==> src/rtl/sqw_pkg.sv <==
package sqw_pkg;
  // Loader sequencing: idle until written, one arming edge, then running.
  typedef enum logic [1:0] {
    LD_IDLE = 2'd0,
    LD_ARM  = 2'd1,
    LD_RUN  = 2'd2,
    LD_BAD  = 2'd3
  } ld_state_e;
endpackage

==> src/rtl/sqw_rst_sync.sv <==
module sqw_rst_sync #(
  parameter int STAGES = 2
) (
  input  logic clk,
  input  logic rst_n,
  output logic rst_n_sync
);
  logic [STAGES-1:0] sync_q;

  always_ff @(posedge clk or negedge rst_n) begin
    if (!rst_n) sync_q <= '0;
    else        sync_q <= {sync_q[STAGES-2:0], 1'b1};
  end

  assign rst_n_sync = sync_q[STAGES-1];
endmodule

==> src/rtl/sqw_loader.sv <==
module sqw_loader
  import sqw_pkg::*;
#(
  parameter int CNT_W = 16
) (
  input  logic             clk,
  input  logic             rst_n,
  input  logic             wr_en,
  input  logic [CNT_W-1:0] wr_count,
  output logic             load_stb,
  output logic             run_en,
  output logic             illegal,
  output logic             odd_cnt,
  output logic [CNT_W:0]   reload_val
);
  localparam logic [CNT_W-1:0] ONE_VAL  = {{(CNT_W-1){1'b0}}, 1'b1};
  localparam logic [CNT_W:0]   FULL_VAL = {1'b1, {CNT_W{1'b0}}};

  ld_state_e        state_q, state_d;
  logic [CNT_W:0]   reload_q, reload_d;
  logic             odd_q, odd_d;
  logic             ld_en;

  // Even start value: zero means full range, odd values drop their LSB.
  always_comb begin
    state_d  = state_q;
    reload_d = reload_q;
    odd_d    = odd_q;
    if (wr_en) begin
      if (wr_count == '0) reload_d = FULL_VAL;
      else                reload_d = {1'b0, wr_count[CNT_W-1:1], 1'b0};
      odd_d   = wr_count[0];
      state_d = (wr_count == ONE_VAL) ? LD_BAD : LD_ARM;
    end else if (state_q == LD_ARM) begin
      state_d = LD_RUN;
    end
  end

  assign ld_en = wr_en | (state_q == LD_ARM);

  always_ff @(posedge clk or negedge rst_n) begin
    if (!rst_n) begin
      state_q  <= LD_IDLE;
      reload_q <= '0;
      odd_q    <= 1'b0;
    end else if (ld_en) begin
      state_q  <= state_d;
      reload_q <= reload_d;
      odd_q    <= odd_d;
    end
  end

  assign load_stb   = (state_q == LD_ARM);
  assign run_en     = (state_q == LD_RUN);
  assign illegal    = (state_q == LD_BAD);
  assign odd_cnt    = odd_q;
  assign reload_val = reload_q;
endmodule

==> src/rtl/sqw_downcnt.sv <==
module sqw_downcnt #(
  parameter int CNT_W = 16
) (
  input  logic           clk,
  input  logic           rst_n,
  input  logic           load_stb,
  input  logic           step,
  input  logic           reload_now,
  input  logic [CNT_W:0] reload_val,
  output logic [CNT_W:0] cnt,
  output logic           cnt_is2,
  output logic           cnt_is0
);
  localparam logic [CNT_W:0] TWO = {{(CNT_W-1){1'b0}}, 2'b10};

  logic [CNT_W:0] cnt_q, cnt_d;
  logic           cnt_en;

  always_comb begin
    if (load_stb || reload_now) cnt_d = reload_val;
    else                        cnt_d = cnt_q - TWO;
  end

  assign cnt_en = load_stb | step;

  always_ff @(posedge clk or negedge rst_n) begin
    if (!rst_n)      cnt_q <= '0;
    else if (cnt_en) cnt_q <= cnt_d;
  end

  assign cnt     = cnt_q;
  assign cnt_is2 = (cnt_q == TWO);
  assign cnt_is0 = (cnt_q == '0);
endmodule

==> src/rtl/sqw_phase.sv <==
module sqw_phase (
  input  logic clk,
  input  logic rst_n,
  input  logic wr_en,
  input  logic load_stb,
  input  logic step,
  input  logic odd_cnt,
  input  logic cnt_is2,
  input  logic cnt_is0,
  output logic reload_now,
  output logic wave
);
  logic wave_q, wave_d;
  logic expire, hold_extra, wave_en;

  // Odd values spend one extra edge at zero before the high half ends.
  assign expire     = step & cnt_is2;
  assign hold_extra = odd_cnt & wave_q;
  assign reload_now = (expire & ~hold_extra) | (step & cnt_is0);

  always_comb begin
    wave_d = wave_q;
    if (wr_en || load_stb)       wave_d = 1'b1;
    else if (step && cnt_is0)    wave_d = 1'b0;
    else if (expire && !hold_extra) wave_d = ~wave_q;
  end

  assign wave_en = wr_en | load_stb | step;

  always_ff @(posedge clk or negedge rst_n) begin
    if (!rst_n)       wave_q <= 1'b1;
    else if (wave_en) wave_q <= wave_d;
  end

  assign wave = wave_q;
endmodule

==> src/rtl/sqw_divider.sv <==
module sqw_divider #(
  parameter int CNT_W = 16
) (
  input  logic             clk,
  input  logic             rst_n,
  input  logic             gate_en,
  input  logic             wr_en,
  input  logic [CNT_W-1:0] wr_count,
  output logic             wave_out
);
  logic           rst_n_int;
  logic           load_stb, run_en, illegal, odd_cnt;
  logic [CNT_W:0] reload_val, cnt;
  logic           cnt_is2, cnt_is0, reload_now, step;

  sqw_rst_sync #(.STAGES(2)) u_rst (
    .clk        (clk),
    .rst_n      (rst_n),
    .rst_n_sync (rst_n_int)
  );

  sqw_loader #(.CNT_W(CNT_W)) u_loader (
    .clk        (clk),
    .rst_n      (rst_n_int),
    .wr_en      (wr_en),
    .wr_count   (wr_count),
    .load_stb   (load_stb),
    .run_en     (run_en),
    .illegal    (illegal),
    .odd_cnt    (odd_cnt),
    .reload_val (reload_val)
  );

  assign step = run_en & gate_en & ~wr_en;

  sqw_downcnt #(.CNT_W(CNT_W)) u_cnt (
    .clk        (clk),
    .rst_n      (rst_n_int),
    .load_stb   (load_stb),
    .step       (step),
    .reload_now (reload_now),
    .reload_val (reload_val),
    .cnt        (cnt),
    .cnt_is2    (cnt_is2),
    .cnt_is0    (cnt_is0)
  );

  sqw_phase u_phase (
    .clk        (clk),
    .rst_n      (rst_n_int),
    .wr_en      (wr_en),
    .load_stb   (load_stb),
    .step       (step),
    .odd_cnt    (odd_cnt),
    .cnt_is2    (cnt_is2),
    .cnt_is0    (cnt_is0),
    .reload_now (reload_now),
    .wave       (wave_out)
  );
endmodule

==> config.mk <==
export PLATFORM = sky130hd
export DESIGN_NAME = sqw_divider
export DESIGN_NICKNAME = d
export VERILOG_FILES = /design/src/rtl/sqw_pkg.sv /design/src/rtl/sqw_rst_sync.sv /design/src/rtl/sqw_loader.sv /design/src/rtl/sqw_downcnt.sv /design/src/rtl/sqw_phase.sv /design/src/rtl/sqw_divider.sv
export SDC_FILE = /design/constraint.sdc
export NUM_CORES = 1
export LEC_CHECK = 0
export ABC_AREA = 1
export ABC_CLOCK_PERIOD_IN_PS = 3600
export BUFFER_PORTS_ARGS = -buffer_cell sky130_fd_sc_hd__clkbuf_2
export CAP_MARGIN = 20
export CORE_UTILIZATION = 50
export DETAILED_ROUTE_END_ITERATION = 8
export GPL_TIMING_DRIVEN = 0
export PLACE_DENSITY = 0.69
export SLEW_MARGIN = 10
export SYNTH_ARGS = -nofsm -noshare
export SYNTH_HDL_FRONTEND = slang
export SYNTH_HIERARCHICAL = 1
export SYNTH_SLANG_ARGS = --single-unit
==> constraint.sdc <==
create_clock -name clk -period 3.6 [get_ports clk]
set_clock_uncertainty 0.1 [all_clocks]
set_input_delay 0.36 -clock clk [delete_from_list [all_inputs] [get_ports clk]]
set_output_delay 0.36 -clock clk [all_outputs]
set_load 0.1 [all_outputs]
==> reports/results.txt <==
After clock tree synthesis, the clock-pin slew on the worst setup and hold paths is 80 ps. The area growth from synthesis to final layout is 14.0%, and the number of buffers created by CTS is 5. In this run, the number of DRC markers left after iteration 0 of detailed routing was 151. The final critical-path share of the clock period was 64.4%. The die is 69.0 um wide. Worst reg2reg path startpoint: u_cnt/cnt[9]. IR analysis of the VDD net gives a maximum drop of 0.332 mV.

The total power was 1.38 mW; the shortest clock period the worst path allows after layout was 2320 ps. The run finished with clean final reports. For the final count of pins violating max slew, the log shows 0. Across all hold checks on the routed design, the worst slack comes to 11.4 ps. The analysis attributes to net switching a power of 0.490 mW. After filler insertion, the fill cell instance count of the layout stands at 410.

Setup violations remaining at the end of the flow were counted as 0. Quantity of I/O buffers inserted on ports: 20. Number of nets produced by synthesis: 331. The total congestion overflow came out at 0. Setup total negative slack on the finished layout was measured at 0 ps. Power density relative to cell area: 537 nW/um^2. The tool flagged a number of max-cap violations equal to 0. Path category of the worst min-delay check: flip-flop to async pin.

For the count of boundary I/O pins, the log shows 21. Derived from the worst setup path, the maximum achievable clock frequency is 0.432 GHz. For the HPWL after detailed placement, the log shows 3600 um. The logs give 39 for the clock sink count and 27.9% for the portion of total power attributed to the clock network. The die covers 4770 um^2.

For this run, the number of Yosys warnings is 6. The type of destination of the critical path was a flip-flop. The number of H-tree levels was 2; the combinational power share was 27.4%. The logs give 24 for the total number of placement rows and 32 for the largest net degree at the start of global routing. Setup repair after global routing left no endpoint under its margin.

The number of antenna violations at the first check in global routing was 0. Tracing the worst setup path back leads to its startpoint at u_cnt/cnt[9]. The ratio of cells with drive above 1 in the final layout is 20.0%, and the final net count is 360. Summed instance area of the synthesized netlist: 2250 um^2.

For this configuration, the core starts out at a cell density of 52.0%. The clock latency on the worst-skew pair is 290 ps. The count of endpoints failing hold in the final timing report is 0. Using the TritonRoute via totals, the vias-per-cell ratio works out to 4.97. In this run the remaining antenna-violating nets after routing total 0.

The critical path is of the flip-flop to flip-flop type. The average wire per standard cell works out to 12.2 um. The logs give 1280 ps for the post-place setup slack and 0 for the antenna diode count. For this block, the via count after detailed routing is 1948. Averaged over all synthesized cells, the footprint is 7.25 um^2.

The leakage power was 1.32 nW. STA puts the critical path data required time at 3690 ps. The transition at the pin with the smallest max-transition slack came out at 539 ps.

The largest fanout on the critical path was 9; the number of DRC violations after detailed routing was 0. Measured against its own limit, the worst slew margin works out to 64.2%. From bottom edge to top edge, the die measures 69.0 um.

The data arrival at the endpoint of the critical path is 2410 ps. The run gives 22.8% as the total routing resource utilization after global routing. The first global-routing pass estimated 8780 um of wire. The switching portion of total power works out to 35.6%. The worst register-to-register path has a setup slack of 1280 ps. The library cell used as clock root buffer is sky130_fd_sc_hd__clkbuf_8. The number of search-and-repair iterations in the first detailed-routing pass came out at 4. Cell internal power was estimated by the tool at 0.886 mW.

For the number of global-route vias before repair, the log shows 1971. The startpoint class of the critical path is a flip-flop. After floorplanning, the core was sized to cover 4320 um^2. The wire length after detailed routing is 4790 um, and the cell count after synthesis is 310. The run gives 1280 ps as the post-layout worst setup margin. No sink is reached through more buffers than the 2 on the longest clock path. TritonCTS built the clock tree. For the placer congestion estimate, the log shows 0.836.

The fraction of power consumed by sequential logic was 44.7%.
-- power groups by stage --
stage | combinational (mW) | sequential [mW] | clock (mW)
3_3_place_gp | 0.359 | 0.627 | 0
3_5_place_dp | 0.375 | 0.624 | 0
2_1_floorplan | 0.293 | 0.604 | 0
5_1_grt | 0.438 | 0.632 | 0.408
4_1_cts | 0.379 | 0.616 | 0.394
6_report | 0.377 | 0.614 | 0.384
-- sequential cells by signal (all words and copies together) (netlist names) --
name and count:
u_cnt/cnt 17, u_loader/odd_cnt 1, u_loader/reload_val 16, u_loader/state_q 2, u_phase/wave 1, u_rst/sync_q 2
-- layout make-up --
class	instances	area (um^2)	share of cell area [%]
Timing Repair Buffer	22	130	5.08
Buffer	10	91.3	3.57
Clock inverter	2	35.0	1.37
Multi-Input combinational cell	233	1070	41.8
Clock buffer	6	82.6	3.22
Sequential cell	39	978	38.2
Tap cell	52	65.1	2.54
Inverter	28	108	4.20
-- cells in the final DEF (no fill, tap or decap), drive strengths merged, types with 2 or more instances in the layout --
master and instances:
o21ai 12, nand2 118, conb 2, nor3 2, o211ai 4, a21oi 6, o22ai 2, buf 11
nor2 61, nand3 18, nand4 3, inv 28, clkbuf 26, dfrtp 38
-- worst paths after layout --
kind | endpoint | cells past startpoint
worst max register to register | u_cnt/cnt[16] | 15
worst min register to register | u_loader/state_q[0] | 0
worst min-delay path | u_loader/state_q[0] | 0
max in group asynchronous | u_loader/reload_val[14] | 1
worst max-delay path | u_cnt/cnt[16] | 15
min in group clk | u_loader/reload_val[4] | 3
-- per-stage QoR --
| step | utilization, % | instances | area, um^2 |
|---|---|---|---|
| 2_1_floorplan | - | 310 | 2250 |
| 5_1_grt | 59.2 | 392 | 2560 |
| 3_3_place_gp | 55.8 | 382 | 2410 |
| 3_5_place_dp | 56.3 | 383 | 2430 |
| 6_report | 59.2 | 392 | 2560 |
| 4_1_cts | 59.2 | 392 | 2560 |
-- routing by layer --
metal / track usage, % / wire length, um
met5: 0 / 0
met2: 35.9 / 2230
met3: 3.07 / 142
met4: 8.84 / 63
met1: 31.9 / 2350
-- critical path: stages, from the launching register on --
cell                      delay [ps]
sky130_fd_sc_hd__dfrtp_1         430
sky130_fd_sc_hd__nor2_1          230
sky130_fd_sc_hd__nand4_1         200
sky130_fd_sc_hd__or2_1           280
sky130_fd_sc_hd__nor2_1           90
sky130_fd_sc_hd__nand2_1          60
sky130_fd_sc_hd__inv_2            60
sky130_fd_sc_hd__nand2_1          60
sky130_fd_sc_hd__nand2_1         100
sky130_fd_sc_hd__nor2_4           80
sky130_fd_sc_hd__nor2_4          190
sky130_fd_sc_hd__inv_4            90
sky130_fd_sc_hd__nand2_2          90
sky130_fd_sc_hd__nand3_1          70
sky130_fd_sc_hd__nand2_1          70
sky130_fd_sc_hd__inv_1            30
-- timing repair --
action / 4_1_cts / 5_1_grt
hold buffers: 1 / 0
resized for setup: 0 / 0
endpoints found under the setup margin: 0 / 0
setup buffers: 0 / 0
hold endpoints to repair: 2 / 0
Note: power is estimated with default switching activity, not from simulation.
